--- src/rtl/subch_router_pkg.sv ---
package subch_router_pkg;

  typedef enum logic [1:0] {
    TGT_2D   = 2'd0,
    TGT_3D   = 2'd1,
    TGT_CMP  = 2'd2,
    TGT_NONE = 2'd3
  } tgt_e;

  localparam int NUM_PORTS = 3;

  localparam logic [31:0] CLASS_2D     = 32'h0000_902D;
  localparam logic [31:0] CLASS_3D     = 32'h0000_B197;
  localparam logic [31:0] CLASS_CMP    = 32'h0000_B1C0;
  localparam logic [31:0] CLASS_INLMEM = 32'h0000_A140;
  localparam logic [31:0] CLASS_COPY   = 32'h0000_B0B5;

endpackage

--- src/rtl/subch_class_decode.sv ---
module subch_class_decode
  import subch_router_pkg::*;
#(
  parameter int DATA_W = 32
) (
  input  logic [DATA_W-1:0] cls,
  output tgt_e              tgt
);

  // Recognised classes without a port fall into TGT_NONE with unknown ones.
  always_comb begin
    unique case (cls)
      DATA_W'(CLASS_2D):  tgt = TGT_2D;
      DATA_W'(CLASS_3D):  tgt = TGT_3D;
      DATA_W'(CLASS_CMP): tgt = TGT_CMP;
      default:            tgt = TGT_NONE;
    endcase
  end

endmodule

--- src/rtl/subch_bind_table.sv ---
module subch_bind_table
  import subch_router_pkg::*;
#(
  parameter int NUM_SUBCH = 8,
  localparam int IDX_W = (NUM_SUBCH > 1) ? $clog2(NUM_SUBCH) : 1
) (
  input  logic                 clk,
  input  logic                 rst,
  input  logic                 wr_en,
  input  logic [IDX_W-1:0]     wr_idx,
  input  tgt_e                 wr_tgt,
  input  logic [IDX_W-1:0]     rd_idx,
  output logic                 rd_bound,
  output tgt_e                 rd_tgt,
  output logic [NUM_SUBCH-1:0] bound_mask
);

  // Targets sit in an unreset array; only the valid bits carry reset.
  tgt_e                 tgt_mem [NUM_SUBCH];
  logic [NUM_SUBCH-1:0] bound_q;

  always_ff @(posedge clk) begin
    if (wr_en) tgt_mem[wr_idx] <= wr_tgt;
  end

  always_ff @(posedge clk) begin
    if (rst)        bound_q <= '0;
    else if (wr_en) bound_q[wr_idx] <= 1'b1;
  end

  assign rd_bound   = bound_q[rd_idx];
  assign rd_tgt     = tgt_mem[rd_idx];
  assign bound_mask = bound_q;

endmodule

--- src/rtl/subch_out_port.sv ---
module subch_out_port #(
  parameter int METHOD_W = 13,
  parameter int DATA_W   = 32
) (
  input  logic                clk,
  input  logic                rst,
  input  logic                load,
  input  logic [METHOD_W-1:0] ld_method,
  input  logic [DATA_W-1:0]   ld_value,
  output logic                can_load,
  output logic                o_valid,
  input  logic                o_ready,
  output logic [METHOD_W-1:0] o_method,
  output logic [DATA_W-1:0]   o_value
);

  logic                valid_q;
  logic [METHOD_W-1:0] method_q;
  logic [DATA_W-1:0]   value_q;

  assign can_load = !valid_q || o_ready;

  always_ff @(posedge clk) begin
    if (rst)          valid_q <= 1'b0;
    else if (load)    valid_q <= 1'b1;
    else if (o_ready) valid_q <= 1'b0;
  end

  always_ff @(posedge clk) begin
    if (load) begin
      method_q <= ld_method;
      value_q  <= ld_value;
    end
  end

  assign o_valid  = valid_q;
  assign o_method = method_q;
  assign o_value  = value_q;

endmodule

--- src/rtl/subch_router.sv ---
module subch_router
  import subch_router_pkg::*;
#(
  parameter int NUM_SUBCH  = 8,
  parameter int METHOD_W   = 13,
  parameter int DATA_W     = 32,
  parameter int RSVD_LIMIT = 256,
  localparam int SUBCH_W = (NUM_SUBCH > 1) ? $clog2(NUM_SUBCH) : 1
) (
  input  logic                 clk,
  input  logic                 rst,
  input  logic                 in_valid,
  output logic                 in_ready,
  input  logic [METHOD_W-1:0]  in_method,
  input  logic [SUBCH_W-1:0]   in_subch,
  input  logic [DATA_W-1:0]    in_value,
  output logic                 o2d_valid,
  input  logic                 o2d_ready,
  output logic [METHOD_W-1:0]  o2d_method,
  output logic [DATA_W-1:0]    o2d_value,
  output logic                 o3d_valid,
  input  logic                 o3d_ready,
  output logic [METHOD_W-1:0]  o3d_method,
  output logic [DATA_W-1:0]    o3d_value,
  output logic                 ocmp_valid,
  input  logic                 ocmp_ready,
  output logic [METHOD_W-1:0]  ocmp_method,
  output logic [DATA_W-1:0]    ocmp_value,
  output logic [NUM_SUBCH-1:0] bound_mask,
  output logic [NUM_SUBCH-1:0] err_rebind,
  output logic [NUM_SUBCH-1:0] err_unbound,
  output logic [NUM_SUBCH-1:0] err_unsup
);

  localparam logic [NUM_SUBCH-1:0] ONE_HOT0 = NUM_SUBCH'(1);

  // Classify the write by method range.
  logic is_bind, is_rsvd, is_eng;
  assign is_bind = (in_method == '0);
  assign is_rsvd = !is_bind && (in_method < METHOD_W'(RSVD_LIMIT));
  assign is_eng  = !is_bind && !is_rsvd;

  // Table lookup for the write's subchannel.
  logic rd_bound;
  tgt_e rd_tgt;
  tgt_e new_tgt;
  logic tbl_wr;

  subch_class_decode #(.DATA_W(DATA_W)) dec_i (
    .cls (in_value),
    .tgt (new_tgt)
  );

  subch_bind_table #(.NUM_SUBCH(NUM_SUBCH)) tbl_i (
    .clk        (clk),
    .rst        (rst),
    .wr_en      (tbl_wr),
    .wr_idx     (in_subch),
    .wr_tgt     (new_tgt),
    .rd_idx     (in_subch),
    .rd_bound   (rd_bound),
    .rd_tgt     (rd_tgt),
    .bound_mask (bound_mask)
  );

  // Port stages, packed into arrays.
  logic                port_ready  [NUM_PORTS];
  logic                port_valid  [NUM_PORTS];
  logic [METHOD_W-1:0] port_method [NUM_PORTS];
  logic [DATA_W-1:0]   port_value  [NUM_PORTS];
  logic                port_load   [NUM_PORTS];
  logic                port_can    [NUM_PORTS];

  assign port_ready[0] = o2d_ready;
  assign port_ready[1] = o3d_ready;
  assign port_ready[2] = ocmp_ready;

  logic fwd, sel_can, fire;
  assign fwd = is_eng && rd_bound && (rd_tgt != TGT_NONE);

  always_comb begin
    unique case (rd_tgt)
      TGT_2D:  sel_can = port_can[0];
      TGT_3D:  sel_can = port_can[1];
      TGT_CMP: sel_can = port_can[2];
      default: sel_can = 1'b1;
    endcase
  end

  assign in_ready = !fwd || sel_can;
  assign fire     = in_valid && in_ready;
  assign tbl_wr   = fire && is_bind && !rd_bound;

  for (genvar p = 0; p < NUM_PORTS; p++) begin : g_port
    assign port_load[p] = fire && fwd && (rd_tgt == tgt_e'(2'(p)));

    subch_out_port #(.METHOD_W(METHOD_W), .DATA_W(DATA_W)) port_i (
      .clk       (clk),
      .rst       (rst),
      .load      (port_load[p]),
      .ld_method (in_method),
      .ld_value  (in_value),
      .can_load  (port_can[p]),
      .o_valid   (port_valid[p]),
      .o_ready   (port_ready[p]),
      .o_method  (port_method[p]),
      .o_value   (port_value[p])
    );
  end

  assign o2d_valid   = port_valid[0];
  assign o2d_method  = port_method[0];
  assign o2d_value   = port_value[0];
  assign o3d_valid   = port_valid[1];
  assign o3d_method  = port_method[1];
  assign o3d_value   = port_value[1];
  assign ocmp_valid  = port_valid[2];
  assign ocmp_method = port_method[2];
  assign ocmp_value  = port_value[2];

  // Registered one-hot error pulses.
  logic [NUM_SUBCH-1:0] sub_oh;
  logic [NUM_SUBCH-1:0] rebind_q, unbound_q, unsup_q;
  assign sub_oh = ONE_HOT0 << in_subch;

  always_ff @(posedge clk) begin
    if (rst) begin
      rebind_q  <= '0;
      unbound_q <= '0;
      unsup_q   <= '0;
    end else begin
      rebind_q  <= (fire && is_bind && rd_bound) ? sub_oh : '0;
      unbound_q <= (fire && is_eng && !rd_bound) ? sub_oh : '0;
      unsup_q   <= (fire && is_eng && rd_bound && rd_tgt == TGT_NONE) ? sub_oh : '0;
    end
  end

  assign err_rebind  = rebind_q;
  assign err_unbound = unbound_q;
  assign err_unsup   = unsup_q;

endmodule

--- config.mk ---
export PLATFORM = sky130hd
export DESIGN_NAME = subch_router
export DESIGN_NICKNAME = d
export VERILOG_FILES = /design/src/rtl/subch_router_pkg.sv /design/src/rtl/subch_class_decode.sv /design/src/rtl/subch_bind_table.sv /design/src/rtl/subch_out_port.sv /design/src/rtl/subch_router.sv
export SDC_FILE = /design/constraint.sdc
export NUM_CORES = 1
export LEC_CHECK = 0
export BUFFER_PORTS_ARGS = -buffer_cell sky130_fd_sc_hd__buf_2
export CORE_MARGIN = 10
export CORE_UTILIZATION = 45
export DETAILED_ROUTE_END_ITERATION = 12
export GPL_TIMING_DRIVEN = 1
export PLACE_DENSITY_LB_ADDON = 0.08
export SYNTH_ARGS = -nofsm -noshare
export SYNTH_HDL_FRONTEND = slang
export SYNTH_SLANG_ARGS = --single-unit
--- constraint.sdc ---
create_clock -name clk -period 16.6 [get_ports clk]
set_clock_uncertainty 0.15 [all_clocks]
set_input_delay 3.32 -clock clk [delete_from_list [all_inputs] [get_ports clk]]
set_output_delay 3.32 -clock clk [all_outputs]
set_load 0.03 [all_outputs]
==> impl_metrics.tcl <==
set metrics [dict create \
    clockRootBuffer "clkbuf_16" \
    post_cts_buffers 0 \
    antenna_found_initial 2 \
    ctsResizeCount 0 \
    die_area_um2 18700 \
    fin_crit_sh 0.522 \
    fin_nets 628 \
    synthesis.nets 390 \
    synth_area_leaders "edfxtp_1 (74%), dfxtp_1 (11%), nor2_1 (2.4%)" \
    slowest_stage "or3b_2" \
    initial_core_util 0.461 \
    slowest_delay_ns 0.57 \
    fp-row-count 42 \
    coreArea_um2 13300 \
    numClockSinks 186 \
    crit_path_end_kind "primary output" \
    grt_first_pass_wirelength_um 22000 \
    synth-main-ff-cell "edfxtp_1" \
    startpoint_type "primary input" \
    die-width_um 137 \
    die_h_um 137 \
    final_cell_area_um2 8080 \
    path_clk_slew_ns 0.06 \
    dr.pass1.iters 4 \
    drc 0 \
    max_slew.worst_pin.slew_ns 0.793 \
    num_vias 3745 \
    drt-total-wl_um 15200 \
    mostFrequentLayoutCell "buf_2" \
    hold_class "flip-flop to flip-flop" \
    fillCellCount 1047 \
    cp_cell_sequence "buf_2, or3b_2, o22ai_1, a211oi_1, and3_1, o21ai_0, buf_2" \
    synth_top_area_cell "edfxtp_1" \
    synth_top_area_share 0.739 \
    preCtsSetupSlack_ns 7.92 \
    placed_area_um2 7470 \
    ctsHoldBuffers 0 \
    setup_ws_ns 7.94 \
    detailedRoute.firstIterationViolations 256 \
    grt_usage 0.158 \
    outcome "complete, no violations" \
    cp_max_fo 22 \
    synth.cell_area_um2 6130 \
    ff2ff_setup_slack_ns 13.72 \
    routedWlPerCell_um 19.9 \
    synthArstFlopShare 0 \
    cts_tree "built" \
    finalHoldViolCount 0 \
    clk_latency_ns 0.41 \
    critPathKind "primary input to primary output" \
    setup_violations 0 \
    period_minus_slack_ns 8.66 \
    crit_path_frequent_cell "buf_2" \
    syn_to_final_growth_pct 31.8 \
    synth_edf_count 151 \
    cts.path.max_buffers 2 \
    max_slew_margin 0.468 \
    gp_congestion 0.796 \
    place_hpwl_um 11300 \
    synth_area_per_cell_um2 18.3 \
    leakage_nw 3.20 \
    synth-seq-cells 186 \
    layout_common_cells "buf_2 (224), edfxtp_1 (151), nor2_1 (39), dfxtp_1 (35), clkbuf_16 (17)" \
    h-tree-depth 4 \
    cts_made_buffers 17 \
    power_density_nw_per_um2 115 \
    report.final.slew_viol_count 0 \
    ant_nets 0 \
    vias_per_cell 4.90 \
    yosysWarnings 0 \
    ir_drop_mv 0.0648 \
    grt_max_degree 46 \
    rsz0062_at_grt "false" \
    ioPinCount 225 \
    grt_pass1_vias 3694 \
    fin_setup_tns_ns 0 \
    portBuffers 224 \
    cap_violations 0 \
    clock.fmax_mhz 116 \
    yosysSeqAreaShare 0.854 \
    final_core_util 0.608 \
    drive_above_1_share 0.475 \
    synthDistinctLibCells 43 \
    cp.arrival_ns 5.19 \
    netlist_instances 336 \
    power_mw 0.933 \
    required_ns 13.13 \
    grt_overflow 0 \
]
-- cells by family (layout without fill, tap and decap cells) --
| logic type | count (synthesis) | in the layout | synth area share |
|---|---|---|---|
| other cells | 0 | 2 | 0 |
| buf+inv | 14 | 265 | 0.0114 |
| flops | 186 | 186 | 0.854 |
| mux | 8 | 8 | 0.0141 |
| compound gates | 28 | 28 | 0.0324 |
| simple gates | 100 | 100 | 0.0885 |
-- cells in the mapped netlist, types with 4 or more instances --
cell	number
a31oi_1	7
a41oi_1	4
clkbuf_1	4
dfxtp_1	35
edfxtp_1	151
inv_1	5
mux2_2	5
nand2_1	11
nand2b_1	4
nor2_1	39
nor2_2	7
nor2b_1	6
nor4_1	7
o21ai_0	4
-- power by group --
| part | internal (mW) | switching [mW] |
|---|---|---|
| Clock | 0.251 | 0.157 |
| Sequential | 0.503 | 0.0000658 |
| Combinational | 0.00776 | 0.0144 |
-- worst max-delay path, delay by kind of cell --
family                 cells  cell delay, ns
AOI/OAI and AO/OA          3            0.51
and+or+nand+nor            2            0.79
buffers and inverters      2            0.56
-- area by class of cell --
class                      instances  area, µm²  share of cell area
antenna                            2       5.00            0.000619
inverter                           5       18.8             0.00232
sequential                       186       5240               0.648
timing repair buffer             228       1150               0.142
clock inverter                    13        174              0.0215
multi-input combinational        136        846               0.105
clock buffer                      19        433              0.0536
tap                              176        220              0.0272
-- per-layer routing --
layer | routed length, µm | global-route usage | up-vias
met5 | 0 | 0 | -
met4 | 322 | 0.0675 | 0
met3 | 1670 | 0.0630 | 22
met2 | 7210 | 0.250 | 181
met1 | 5990 | 0.189 | 1779
li1 | - | - | 1763
-- sequential cells by signal, indices dropped and copies added (netlist names) --
signal                  cells
g_port.port_i.o_method     39
tbl_i.bound_mask            8
err_unsup                   8
g_port.port_i.o_valid       3
err_unbound                 8
g_port.port_i.o_value      96
tbl_i.tgt_mem              16
err_rebind                  8
-- final timing paths --
path,from,to,cells after the start
setup reg to reg,tbl_i.tgt_mem[1][1]$_DFFE_PP_,g_port[1].port_i.o_value[6]$_DFFE_PP_,6
hold / removal,tbl_i.bound_mask[1]$_SDFFE_PP0N_,tbl_i.bound_mask[1]$_SDFFE_PP0N_,2
setup / recovery,in_subch[1],in_ready,7
hold reg to reg,tbl_i.bound_mask[1]$_SDFFE_PP0N_,tbl_i.bound_mask[1]$_SDFFE_PP0N_,2
-- through the flow --
step           cells  hold WS (ns)
6_report         765         0.344
5_1_grt          765         0.399
4_1_cts          763         0.352
3_5_place_dp     731         0.337
3_3_place_gp     731         0.337
2_1_floorplan    336         0.484
Note: power is estimated with default switching activity, not from simulation.
